--- src/rtl/lvlint_pkg.sv ---
// Package: shared types and threshold decoding for the FIFO level-crossing
// interrupt generator. Assumes a 3-bit select code per direction.
package lvlint_pkg;

    localparam int SEL_W = 3;

    typedef logic [SEL_W-1:0] lvl_sel_t;

    // Sense in which a FIFO must move to count as a crossing.
    typedef enum logic {
        DIR_FILL  = 1'b0,
        DIR_DRAIN = 1'b1
    } cross_dir_e;

    // Select code to threshold in eighths of the FIFO depth; 0 for reserved codes.
    function automatic int unsigned sel_to_eighths(lvl_sel_t s);
        case (s)
            3'd0:    return 1;
            3'd1:    return 2;
            3'd2:    return 4;
            3'd3:    return 6;
            3'd4:    return 7;
            default: return 0;
        endcase
    endfunction

    // True for the five defined select codes.
    function automatic logic sel_is_valid(lvl_sel_t s);
        return (s <= 3'd4);
    endfunction

endpackage

--- src/rtl/lvl_fill_tracker.sv ---
// Shadow fill counter for one FIFO plus crossing detector.
// Counts push-only and pop-only cycles and ignores push at full, pop at empty
// and push with pop. Compares the count before the update with the decoded
// threshold; the crossing output is combinational and valid in the cycle of
// the strobe. Assumes DEPTH is a multiple of 8.
module lvl_fill_tracker
    import lvlint_pkg::*;
#(
    parameter int         DEPTH = 16,
    parameter cross_dir_e DIR   = DIR_FILL,
    localparam int        CNT_W = $clog2(DEPTH + 1)
) (
    input  logic     clk,
    input  logic     rst_n,
    input  logic     push,
    input  logic     pop,
    input  lvl_sel_t sel,
    output logic     crossing
);

    localparam logic [CNT_W-1:0] FULL = CNT_W'(DEPTH);

    logic [CNT_W-1:0] count;
    logic [CNT_W-1:0] thr;
    logic [CNT_W-1:0] thr_up;
    logic             inc;
    logic             dec;

    // Threshold decode from the select code.
    always_comb begin
        thr    = CNT_W'((DEPTH * sel_to_eighths(sel)) / 8);
        thr_up = thr + 1'b1;
    end

    // Net movement of the FIFO this cycle, with bounds guarded.
    always_comb begin
        inc = push && !pop && (count != FULL);
        dec = pop && !push && (count != '0);
    end

    // Shadow fill count.
    always_ff @(posedge clk) begin
        if (!rst_n)
            count <= '0;
        else if (inc)
            count <= count + 1'b1;
        else if (dec)
            count <= count - 1'b1;
    end

    // Crossing detection, sense picked by the direction parameter.
    generate
        if (DIR == DIR_FILL) begin : g_fill
            always_comb crossing = sel_is_valid(sel) && inc && (count == thr);
        end else begin : g_drain
            always_comb crossing = sel_is_valid(sel) && dec && (count == thr_up);
        end
    endgenerate

endmodule

--- src/rtl/lvl_sel_reg.sv ---
// Level-select register: two select fields with a half-full reset code.
// Keeps only the field bits; all other bits read back as zero.
module lvl_sel_reg
    import lvlint_pkg::*;
#(
    parameter int       REG_W     = 32,
    parameter int       TX_LSB    = 0,
    parameter int       RX_LSB    = 3,
    parameter lvl_sel_t RESET_SEL = 3'd2,
    localparam int      USED_W    = RX_LSB + SEL_W
) (
    input  logic             clk,
    input  logic             rst_n,
    input  logic             wr_en,
    input  logic [REG_W-1:0] wdata,
    output lvl_sel_t         rx_sel,
    output lvl_sel_t         tx_sel,
    output logic [REG_W-1:0] rdata
);

    logic unused_wbits;

    // Upper write bits have no storage.
    assign unused_wbits = ^wdata[REG_W-1:USED_W];

    // Field storage with reset code.
    always_ff @(posedge clk) begin
        if (!rst_n) begin
            rx_sel <= RESET_SEL;
            tx_sel <= RESET_SEL;
        end else if (wr_en) begin
            rx_sel <= wdata[RX_LSB +: SEL_W];
            tx_sel <= wdata[TX_LSB +: SEL_W];
        end
    end

    // Read-back assembly.
    always_comb begin
        rdata                   = '0;
        rdata[RX_LSB +: SEL_W]  = rx_sel;
        rdata[TX_LSB +: SEL_W]  = tx_sel;
    end

endmodule

--- src/rtl/lvl_raw_flag.sv ---
// Sticky raw interrupt flag: set wins over clear in the same cycle.
module lvl_raw_flag (
    input  logic clk,
    input  logic rst_n,
    input  logic set,
    input  logic clr,
    output logic flag
);

    // Flag state update.
    always_ff @(posedge clk) begin
        if (!rst_n)
            flag <= 1'b0;
        else if (set)
            flag <= 1'b1;
        else if (clr)
            flag <= 1'b0;
    end

endmodule

--- src/rtl/fifo_lvl_irq.sv ---
// Top: FIFO level-crossing interrupt generator for a receive and a transmit
// FIFO. Index 0 of the internal arrays is receive (fill sense), index 1 is
// transmit (drain sense). Assumes the strobes are one per FIFO access.
module fifo_lvl_irq
    import lvlint_pkg::*;
#(
    parameter int FIFO_DEPTH = 16,
    parameter int REG_W      = 32
) (
    input  logic             clk,
    input  logic             rst_n,
    input  logic             rx_push,
    input  logic             rx_pop,
    input  logic             tx_push,
    input  logic             tx_pop,
    input  logic             cfg_wr_en,
    input  logic [REG_W-1:0] cfg_wdata,
    output logic [REG_W-1:0] cfg_rdata,
    input  logic             rx_irq_clr,
    input  logic             tx_irq_clr,
    output logic             rx_irq_raw,
    output logic             tx_irq_raw
);

    localparam int N_DIR = 2;

    logic [N_DIR-1:0] push_v;
    logic [N_DIR-1:0] pop_v;
    logic [N_DIR-1:0] clr_v;
    logic [N_DIR-1:0] set_v;
    logic [N_DIR-1:0] raw_v;
    lvl_sel_t         sel_v [N_DIR];

    // Gather per-direction strobes.
    always_comb begin
        push_v = {tx_push, rx_push};
        pop_v  = {tx_pop, rx_pop};
        clr_v  = {tx_irq_clr, rx_irq_clr};
    end

    lvl_sel_reg #(
        .REG_W (REG_W)
    ) u_sel (
        .clk    (clk),
        .rst_n  (rst_n),
        .wr_en  (cfg_wr_en),
        .wdata  (cfg_wdata),
        .rx_sel (sel_v[0]),
        .tx_sel (sel_v[1]),
        .rdata  (cfg_rdata)
    );

    generate
        for (genvar d = 0; d < N_DIR; d++) begin : g_dir
            lvl_fill_tracker #(
                .DEPTH (FIFO_DEPTH),
                .DIR   ((d == 0) ? DIR_FILL : DIR_DRAIN)
            ) u_trk (
                .clk      (clk),
                .rst_n    (rst_n),
                .push     (push_v[d]),
                .pop      (pop_v[d]),
                .sel      (sel_v[d]),
                .crossing (set_v[d])
            );

            lvl_raw_flag u_flag (
                .clk   (clk),
                .rst_n (rst_n),
                .set   (set_v[d]),
                .clr   (clr_v[d]),
                .flag  (raw_v[d])
            );
        end
    endgenerate

    // Drive output flags.
    always_comb begin
        rx_irq_raw = raw_v[0];
        tx_irq_raw = raw_v[1];
    end

endmodule

--- config.mk ---
export PLATFORM = sky130hd
export DESIGN_NAME = fifo_lvl_irq
export DESIGN_NICKNAME = d
export VERILOG_FILES = /design/src/rtl/lvlint_pkg.sv /design/src/rtl/lvl_fill_tracker.sv /design/src/rtl/lvl_sel_reg.sv /design/src/rtl/lvl_raw_flag.sv /design/src/rtl/fifo_lvl_irq.sv
export SDC_FILE = /design/constraint.sdc
export NUM_CORES = 1
export LEC_CHECK = 0
export ABC_AREA = 1
export ABC_CLOCK_PERIOD_IN_PS = 4400
export BUFFER_PORTS_ARGS = -buffer_cell sky130_fd_sc_hd__buf_2
export CAP_MARGIN = 0
export CORE_MARGIN = 3
export CORE_UTILIZATION = 40
export DETAILED_ROUTE_END_ITERATION = 10
export PLACE_DENSITY = 0.7
export SYNTH_ARGS = -nofsm -noshare
export SYNTH_HDL_FRONTEND = slang
export SYNTH_HIERARCHICAL = 1
export SYNTH_SLANG_ARGS = --single-unit
--- constraint.sdc ---
create_clock -name clk -period 4.4 [get_ports clk]
set_input_delay 0.22 -clock clk [delete_from_list [all_inputs] [get_ports clk]]
set_output_delay 0.22 -clock clk [all_outputs]
set_load 0.03 [all_outputs]
Yosys cells after proc, flatten, opt, wreduce, memory -nomap -nowiden
Cells that the tools add are included.
{"block": "classes", "reduce_logical": 24, "magnitude_cmp": 2, "n_eq_ne": 12, "muxes": 10, "n_addsub": 5}
{"op": "$pmux W3 S5", "n": 2}
{"op": "$mux W5", "n": 4}
{"op": "$eq A3 B2 Y1 const B", "n": 4}
{"op": "$logic_and A1 B1 Y1", "n": 12}
{"op": "$add A5 B1 Y5 const B", "n": 2}
{"op": "$ne A5 B5 Y1 const B", "n": 2}
{"op": "$reduce_bool A5 Y1", "n": 2}
{"op": "$sub A5 B1 Y5 const B", "n": 2}
{"op": "$reduce_bool A2 Y1", "n": 4}
{"op": "$eq A3 B1 Y1 const B", "n": 2}
{"op": "$eq A3 B3 Y1 const B", "n": 2}
{"op": "$le A3 B3 Y1 const B", "n": 2}
{"op": "$logic_not A3 Y1", "n": 2}
{"op": "$add A4 B1 Y5 const B", "n": 1}
{"op": "$eq A5 B4 Y1", "n": 1}
{"op": "$eq A5 B5 Y1", "n": 1}
{"op": "$logic_not A1 Y1", "n": 4}
{"op": "$mux W1", "n": 4}
{"block": "totals", "register_bits": 18}

Depth between registers and ports, before layout
Gate-level depths: netlist (run 1).
{"block": "depth", "word_depth": 6, "depth_mapped": 13}

By module
Netlist (run 1), hierarchy kept.
{"module": "lvl_sel_reg", "area_each_um2": 494.2, "seq_area_each_um2": 120.1, "cells_each": 67, "n_inst": 1}
{"module": "lvl_fill_tracker at g_dir[0].u_trk", "area_each_um2": 459.2, "seq_area_each_um2": 100.1, "cells_each": 68, "n_inst": 1}
{"module": "lvl_fill_tracker at g_dir[1].u_trk", "area_each_um2": 441.7, "seq_area_each_um2": 100.1, "cells_each": 63, "n_inst": 1}
{"module": "lvl_raw_flag", "area_each_um2": 43.8, "seq_area_each_um2": 20.0, "cells_each": 6, "n_inst": 2}

Least setup slack after synthesis (run 1)
No wires, ideal clock.
{"block": "synth_timing", "kind": "register to register", "startpoint": "register g_dir[1].u_trk.count[3]", "endpoint": "register g_dir[1].u_trk.count[4]", "setup_time_ps": 114, "t_arrival_ps": 1614, "required_ps": 4286, "stages_incl_launch_ff": 14, "path_slack_ps": 2672, "path_cell_list": "dfxtp_1 nor2_1 nand3_2 nand2_4 inv_1 fa_1 nor2_1 inv_1 nand2_1 nand2_1 nand3_2 nand2_1 nand2_1 nor2_2"}
{"block": "synth_via", "elab_chain_cells": 3, "word_cells_on_any_way": 9}
{"item": "start: declaration", "line": "lvl_fill_tracker.sv:23", "source": "logic [CNT_W-1:0] count;"}
{"item": "start signal: assignment", "line": "lvl_fill_tracker.sv:46", "source": "count <= count + 1'b1;"}
{"item": "start signal: assignment", "line": "lvl_fill_tracker.sv:48", "source": "count <= count - 1'b1;"}
{"item": "$sub A5 B1 Y5, or another cell as far along", "line": "lvl_fill_tracker.sv:48"}
{"item": "$mux W5, or another cell as far along", "line": "lvl_fill_tracker.sv:47", "source": "else if (dec)"}
{"item": "$mux W5 or $reduce_bool A2 Y1 (tied branches)"}
Several ways; a longest one is shown, not always the timed one. The select of a mux whose other input is x is not followed.
A chain may end at the register's enable or synchronous reset.

Worst setup path in the final report (run 1)
Same ends and word-level chain as after synthesis.

==> impl_metrics.ini, run 1 <==
[placed_design]
port_buffers = 22
hpwl_um = 1870
gp_congestion = 0.837
place_inst = 270

[global_routing]
grt_pass1_vias = 934
antenna_found_initial = 0
track_usage_pct = 11.2
overflow = 0
grt_max_degree = 19
grt_pass1_wl_um = 3910

[finish]
layout.nets = 278
final_core_util_pct = 44.6
layout_common_cells = inv_1, nand2_1, conb_1
syn_to_final_growth_pct = 3.46
layout.cells.non_filler = 273
drive_above_1_share_pct = 22.9
antenna_cells = 0

[synthesis]
yosys.area_share.simple_pct = 28.9
ys_types = 26
syn_area_per_cell_um2 = 7.06
yosysTopAreaCell = dfxtp_1
synthAdderAreaFrac_pct = 7.76
muxShareOfSynthArea_pct = 0
synth.cell_area_um2 = 1480
synth-compound-area-share_pct = 9.45
yosysWarnings = 6
synth_top_family_by_area = simple AND/OR/NAND/NOR gates
synth_seq_cells = 18
synthTopCellsByArea = dfxtp_1, buf_4, inv_1, nand2_1, ha_1
yosysSeqAreaShare_pct = 24.3
synthXorXnorAreaFrac_pct = 3.54
yosysTopAreaCellShare_pct = 24.3
syn_inst = 210

[power]
switching_power_mw = 0.226
vdd_ir_drop_max_mv = 0.169
switching_share_pct = 40.9
p_total_mw = 0.554
p_comb_share_pct = 42.1
powerDensity_nw_per_um2 = 361
internal_power_mw = 0.327
power.share.clock_pct = 19.9
leakage_nw = 0.810
seqPwrFrac_pct = 38.0

[drt]
drcViolationCount = 0
drt_pass1_iterations = 4
viasPerCell = 4.23
dr_total_vias = 1154
first_iter_violations = 36
wl_um = 2350
detail-route-antenna-nets = 0
routedWlPerCell_um = 8.60

[cts]
clkTransAtPathRegs_ps = 60
ctsResizeCount = 0
post_cts_buffers = 0
cts_tree = yes
htreeDepth = 1
clock_latency_ps = 250
cts_sinks = 18
root_buffer = clkbuf_8
numCtsBuffers = 3
hold_buffers = 0
clk_path_buf_depth = 2

[setup_path]
critPathKind = reg -> reg
worst_ep_arrival_time_ps = 2050
cp.required_ps = 4540
start_kind = register
crit_path_end_kind = register
worstRegToRegCells = 13
path_max_fanout = 6

[floorplanning]
io_pins = 75
dieHeight_um = 66.9
core_area_um2 = 3440
die_w_um = 66.9
start_util_pct = 43.1
rows = 21
die-area_um2 = 4470

[timing]
tns_ps = 0
finalMaxSlewViolations = 0
setup_viol = 0
hold_violations = 0
rsz0062_at_grt = false
min_period_over_period_pct = 43.3
max_freq_mhz = 525
period_minus_slack_ps = 1900
fin_worst_skew_ps = 0.700

[min_path]
hold_class = in -> reg
worstHoldPathCells = 3

[flow_run]
drv_cap = 0

[outcome]
status = finished, final reports clean
==> power by group through the flow <==
stage / Combinational (mW) / Clock, mW / Sequential, mW
2_1_floorplan: 0.212 / 0 / 0.216
3_3_place_gp: 0.227 / 0 / 0.214
3_5_place_dp: 0.233 / 0 / 0.214
4_1_cts: 0.234 / 0.116 / 0.210
5_1_grt: 0.266 / 0.125 / 0.214
6_report: 0.233 / 0.110 / 0.210
==> layer usage <==
layer  GRT usage [%]  up-vias  wire, µm
met5               0        -         0
met1            16.1      486      1160
met2            16.1       46       985
li1                -      622         -
met3            2.53        0       206
met4            3.80        0         0
==> flip-flops by register name, summed over array words and instances (netlist names) <==
name / cells
g_dir.u_trk/count: 10
u_sel/rx_sel: 3
u_sel/tx_sel: 3
g_dir.u_flag/flag: 2
==> path summary, 6_finish.rpt <==
path | from | to | slack (ps)
worst min register to register | g_dir[1].u_flag/flag | g_dir[1].u_flag/flag | 470
worst max register to register | g_dir[1].u_trk/count[3] | g_dir[1].u_trk/count[4] | 2500
worst max-delay path | g_dir[1].u_trk/count[3] | g_dir[1].u_trk/count[4] | 2500
worst min-delay path | cfg_wdata[1] | u_sel/tx_sel[1] | 180
==> final cells by class <==
type                       instances  area (µm²)
clock buffer                       3        41.3
fill                             380        1910
inverter                          35         131
multi-input combinational        149         833
sequential                        18         360
tap                               46        57.6
timing repair buffer              22         110
==> metrics by stage <==
| step | hold WS (ps) | cell area [µm²] | setup WS, ps |
|---|---|---|---|
| after floorplan | 304 | 1580 | 2670 |
| after global placement | 435 | 1490 | 2520 |
| after detailed placement | 435 | 1490 | 2490 |
| after CTS | 175 | 1530 | 2480 |
| after global routing | 180 | 1530 | 2320 |
| final | 182 | 1530 | 2500 |
==> Yosys cell counts <==
| cell type | number |
|---|---|
| a21oi_1 | 10 |
| o22ai_1 | 1 |
| conb_1 | 1 |
| inv_2 | 1 |
| a21oi_2 | 2 |
| nor2_2 | 9 |
| fa_1 | 2 |
| o2111ai_1 | 1 |
| nand3_1 | 7 |
| nor3_1 | 1 |
| nand2_1 | 34 |
| nor2_4 | 1 |
| nand2_2 | 5 |
| buf_6 | 1 |
| dfxtp_1 | 18 |
| nor2_1 | 17 |
| or2_2 | 1 |
| buf_4 | 32 |
| ha_1 | 6 |
| nand3_2 | 4 |
| nand2_4 | 4 |
| inv_1 | 34 |
| xor2_1 | 6 |
| o211ai_1 | 1 |
| o21ai_0 | 10 |
| nor4_1 | 1 |
==> cell families after synthesis <==
family	after synthesis
buffers and inverters	68
other	1
xor gates and xnor gates	6
AOI/OAI and AO/OA	25
adders and majority gates	8
and+or+nand+nor	84
DFF	18
==> critical path, stage by stage (launching register included) <==
cell     delay, ps
dfxtp_1        350
nor2_1         180
nand3_2        130
nand2_4        120
inv_1           60
fa_1           400
nor2_1         170
inv_1           50
nand2_1         50
nand2_1         60
nand3_2         70
nand2_1         50
nand2_1         70
nor2_2          30
Power figures use the tool's default switching activity.
==> run 2, diff against run 1 <==
--- a/config.mk
+++ b/config.mk
@@ -6,7 +6,7 @@
 export NUM_CORES = 1
 export LEC_CHECK = 0
 export ABC_AREA = 1
-export ABC_CLOCK_PERIOD_IN_PS = 4400
+export ABC_CLOCK_PERIOD_IN_PS = 2000
 export BUFFER_PORTS_ARGS = -buffer_cell sky130_fd_sc_hd__buf_2
 export CAP_MARGIN = 0
 export CORE_MARGIN = 3
==> constraint.sdc (replaced) <==
create_clock -name clk -period 2 [get_ports clk]
set_input_delay 0.1 -clock clk [delete_from_list [all_inputs] [get_ports clk]]
set_output_delay 0.1 -clock clk [all_outputs]
set_load 0.03 [all_outputs]
==> run 2 against run 1 <==
Net effect:
- critical path type unchanged
- via count up 2.1%
- fmax grew 2.3%
- clock skew up 1.7 ps
- highest routed layer is now met4
==> impl_metrics.ini, run 2 (synthesis gave the netlist of run 1 again) <==
[power]
switching_power_mw = 0.524
p_comb_share_pct = 41.4
switching_share_pct = 40.4
vdd_ir_drop_max_mv = 0.325
internal_power_mw = 0.772
powerDensity_nw_per_um2 = 825
leakage_nw = 0.826
seqPwrFrac_pct = 35.5
power.share.clock_pct = 23.1

[timing]
setup_viol = 0
fin_worst_skew_ps = 2.42
min_period_over_period_pct = 93.0
finalWorstSetupSlack_ps = 140
rsz0062_at_grt = true
period_minus_slack_ps = 1860
hold_violations = 0
finalMaxSlewViolations = 0
max_freq_mhz = 538

[global_routing]
overflow = 0
track_usage_pct = 12.1
grt_max_degree = 19
grt_pass1_wl_um = 4250
antenna_found_initial = 0
grt_pass1_vias = 988

[placed_design]
gp_congestion = 0.839
post_dp_cell_area_um2 = 1510
hpwl_um = 1920
preCtsSetupSlack_ps = 135
port_buffers = 22

[cts]
cts_sinks = 18
htreeDepth = 1
hold_buffers = 0
clkTransAtPathRegs_ps = 70
clock_latency_ps = 250
root_buffer = clkbuf_8
post_cts_buffers = 0
clk_path_buf_depth = 2
cts_tree = yes
numCtsBuffers = 3

[setup_path]
worstReg2RegEnd = g_dir[1].u_trk/count[4]
crit_end = g_dir[1].u_trk/count[4]
start_kind = register
cp.required_ps = 2150
crit_path_end_kind = register
cp-startpoint = g_dir[1].u_trk/count[3]
worstReg2RegStart = g_dir[1].u_trk/count[3]
critPathKind = reg -> reg
worst_ep_arrival_time_ps = 2010
r2r_slack_ps = 140
path_max_fanout = 4
worstRegToRegCells = 13

[drt]
wl_um = 2460
drt_pass1_iterations = 4
drcViolationCount = 0
detail-route-antenna-nets = 0
routedWlPerCell_um = 8.93
dr_total_vias = 1178
viasPerCell = 4.27
first_iter_violations = 17

[floorplanning]
io_pins = 75
die_w_um = 66.9
die-area_um2 = 4470
rows = 21
dieHeight_um = 66.9
core_area_um2 = 3440
start_util_pct = 43.1

[min_path]
hold_class = in -> reg

[finish]
syn_to_final_growth_pct = 5.91
final_area_um2 = 1570
drive_above_1_share_pct = 25.2
final_core_util_pct = 45.6
antenna_cells = 0
layout_common_cells = inv_1, nand2_1, conb_1
largest_register_ff_count = 10
biggestRegsByFlops = g_dir.u_trk/count: 10 flops, u_sel/rx_sel: 3 flops, u_sel/tx_sel: 3 flops
n_fill_cell = 366
layout.nets = 280
ff_latch_area_um2 = 360
top_register = g_dir.u_trk/count
multiInputGateArea_um2 = 841

[flow_run]
drv_cap = 0

[outcome]
status = finished, final reports clean
## run 2: changes by cell type in the layout (fill, tap and decap cells not counted)
cell	previous run	this run
nor2_1	17	15
fa_2	0	1
fa_1	2	1
buf_4	0	2
clkbuf_8	3	4
nor2_2	9	11
## run 2: what timing repair did
item / 4_1_cts / 5_1_grt
resized for setup: 0 / 3
endpoints found under the hold margin: 0 / 0
endpoints found under the setup margin: 0 / 2
## run 2: worst min-delay path by stage
stage	startpoint	endpoint	slack [ps]	depth (start not counted)
6_report	cfg_wdata[1]	u_sel/tx_sel[1]	50	3
5_1_grt	cfg_wdata[1]	u_sel/tx_sel[1]	70	3
4_1_cts	cfg_wdata[4]	u_sel/rx_sel[1]	50	3
3_5_place_dp	cfg_wdata[4]	u_sel/rx_sel[1]	320	3
3_3_place_gp	cfg_wdata[1]	u_sel/tx_sel[1]	310	3
2_1_floorplan	rst_n	u_sel/rx_sel[1]	180	1
## run 2: stage by stage
stage / power [mW] / setup TNS, ps / hold WS (ps) / instances
after floorplan: 0.940 / 0 / 184 / 235
after global placement: 0.978 / 0 / 315 / 272
after detailed placement: 0.995 / 0 / 319 / 272
after CTS: 1.30 / 0 / 52.2 / 276
after global routing: 1.41 / -8.05 / 72.2 / 276
final: 1.30 / 0 / 54.5 / 276
## run 2: layout make-up
| type | instances | area share (%) |
|---|---|---|
| Tap cell | 46 | 3.67 |
| Inverter | 35 | 8.37 |
| Clock buffer | 4 | 3.51 |
| Multi-Input combinational cell | 149 | 53.5 |
| Sequential cell | 18 | 22.9 |
| Timing Repair Buffer | 24 | 7.97 |
## run 2: critical path: stages, from the launching register on
cell and delay, ps:
dfxtp_1 350, nor2_1 190, nand3_2 140, nand2_4 80
inv_1 40, fa_1 430, nor2_2 150, inv_1 50
nand2_1 50, nand2_1 60, nand3_2 70, nand2_1 50
nand2_1 70, nor2_2 30
## run 2: power by group through the flow
stage / combinational [mW] / sequential [mW] / clock (mW)
after floorplan: 0.465 / 0.475 / 0
after global placement: 0.511 / 0.467 / 0
after detailed placement: 0.527 / 0.468 / 0
after CTS: 0.530 / 0.461 / 0.305
after global routing: 0.615 / 0.469 / 0.325
final: 0.537 / 0.461 / 0.299
## run 2: routing by layer
layer / GRT usage, % / part of all wire [%] / vias to the layer above
met2: 18.1 / 42 / 44
met5: 0 / 0 / -
met4: 4.56 / 1.0 / 0
met1: 17.0 / 49 / 506
met3: 2.53 / 7.6 / 2
li1: - / - / 626
==> run 3, diff against run 2 <==
--- a/config.mk
+++ b/config.mk
@@ -10,9 +10,9 @@
 export BUFFER_PORTS_ARGS = -buffer_cell sky130_fd_sc_hd__buf_2
 export CAP_MARGIN = 0
 export CORE_MARGIN = 3
-export CORE_UTILIZATION = 40
+export CORE_UTILIZATION = 45
 export DETAILED_ROUTE_END_ITERATION = 10
-export PLACE_DENSITY = 0.7
+export PLACE_DENSITY = 0.77
 export SYNTH_ARGS = -nofsm -noshare
 export SYNTH_HDL_FRONTEND = slang
 export SYNTH_HIERARCHICAL = 1
==> run 3 against run 2 <==
Net effect:
- core utilization increased by 4.5 points
- largest power group unchanged
- clock power shrank 24%
- first-iteration DRC count is 29% higher
- largest cell class unchanged
- sequential share of layout area up 0.20 points
- count of clock-buffer cells in the layout stayed put
- power shrank 5.3%
- worst setup slack better by 6.3 ps
==> impl_metrics.ini, run 3 (synthesis gave the netlist of run 1 again) <==
[outcome]
status = finished, final reports clean

[finish]
drive_above_1_share_pct = 25.5
final_area_um2 = 1560
ff_latch_area_um2 = 360
biggestRegsByFlops = g_dir.u_trk/count: 10 flops, u_sel/rx_sel: 3 flops, u_sel/tx_sel: 3 flops
multiInputGateArea_um2 = 841
final_core_util_pct = 50.2
layout.nets = 281
top_register = g_dir.u_trk/count
largest_register_ff_count = 10
antenna_cells = 0
n_fill_cell = 326
syn_to_final_growth_pct = 4.98
layout_common_cells = inv_1, nand2_1, conb_1

[setup_path]
path_max_fanout = 6
critPathKind = reg -> reg
worstReg2RegStart = g_dir[1].u_trk/count[1]
cp-startpoint = g_dir[1].u_trk/count[1]
cp.required_ps = 2200
start_kind = register
crit_path_end_kind = register
worst_ep_arrival_time_ps = 2050

[drt]
highest_layer = met4
first_iter_violations = 22
wl_met2_um = 1130
met1_length_um = 1120
wl_um = 2440
wl_met3_um = 168
drt_pass1_iterations = 4
routedWlPerCell_um = 8.87
dr_total_vias = 1195
viasPerCell = 4.35
detail-route-antenna-nets = 0
drcViolationCount = 0

[timing]
finalMaxSlewViolations = 0
period_minus_slack_ps = 1850
rsz0062_at_grt = false
tns_ps = 0
hold_violations = 0
max_freq_mhz = 539
finalWorstSetupSlack_ps = 146
fin_worst_skew_ps = 1.75
min_period_over_period_pct = 92.7
setup_viol = 0

[floorplanning]
die-area_um2 = 4020
io_pins = 75
dieHeight_um = 63.4
die_w_um = 63.4
rows = 20
core_area_um2 = 3100
start_util_pct = 47.8

[flow_run]
drv_cap = 0

[global_routing]
overflow = 0
antenna_found_initial = 0
track_usage_pct = 12.5
grt_pass1_wl_um = 4230
grt_max_degree = 19
grt_pass1_vias = 1039

[cts]
clkTransAtPathRegs_ps = 110
clk_path_buf_depth = 2
numCtsBuffers = 3
root_buffer = clkbuf_4
htreeDepth = 1
cts_tree = yes
cts_sinks = 18
clock_latency_ps = 290
post_cts_buffers = 0

[placed_design]
gp_congestion = 0.821
post_dp_cell_area_um2 = 1510
port_buffers = 22
preCtsSetupSlack_ps = 131
hpwl_um = 1960

[power]
leakage_nw = 0.824
powerDensity_nw_per_um2 = 788
p_total_mw = 1.23
vdd_ir_drop_max_mv = 0.359

[min_path]
worstHoldStart = cfg_wdata[4]
hold_class = in -> reg
run 3: cell count changes in the layout (fill, tap and decap cells not counted):
cell      previous run  this run
buf_4                2         3
clkbuf_4             0         3
clkbuf_8             4         1
run 3: area by class of cell:
type	count	area share, %
repair buffers	25	8.52
well taps	44	3.54
flip-flops and latches	18	23.2
inverters	35	8.44
multi-input cells	149	54.0
clock buffers	4	2.33
run 3: worst paths after layout:
| kind | to | slack [ps] | cells past startpoint |
|---|---|---|---|
| setup / recovery | g_dir[1].u_trk/count[4] | 150 | 12 |
| hold / removal | u_sel/rx_sel[1] | 10 | 3 |
| setup reg to reg | g_dir[1].u_trk/count[4] | 150 | 12 |
| hold reg to reg | g_dir[0].u_flag/flag | 470 | 2 |
run 3: routing by layer:
metal	vias to the layer above	track usage, %
met5	-	0
met3	4	1.78
met2	46	20.6
met1	513	16.8
met4	0	4.04
li1	632	-
run 3: through the flow:
step,cells,hold WS [ps]
global placement,271,313
finish,275,12.9
detailed placement,271,316
global route,275,15.5
CTS,275,3.00
floorplan,235,184
run 3: where the power goes:
part	total, mW	switching, mW	internal, mW
combinational	0.540	0.346	0.194
clock	0.227	0.116	0.111
sequential	0.459	0.0529	0.406
total	1.23	0.516	0.711
run 3: timing repair:
item,CTS,global route
hold buffers,0,0
gates resized for setup,0,3
setup endpoints to repair,0,2
run 3: worst max-delay path, stage by stage, from the launching register on:
cell and delay (ps):
dfxtp_1 460, nor2_2 70, nand3_2 90, nand2_4 50, buf_4 160, ha_1 320, nand2_1 70, nor2_1 140
nor2_1 70, nand3_1 90, nand3_2 80, nor2_1 120, nor2_2 50
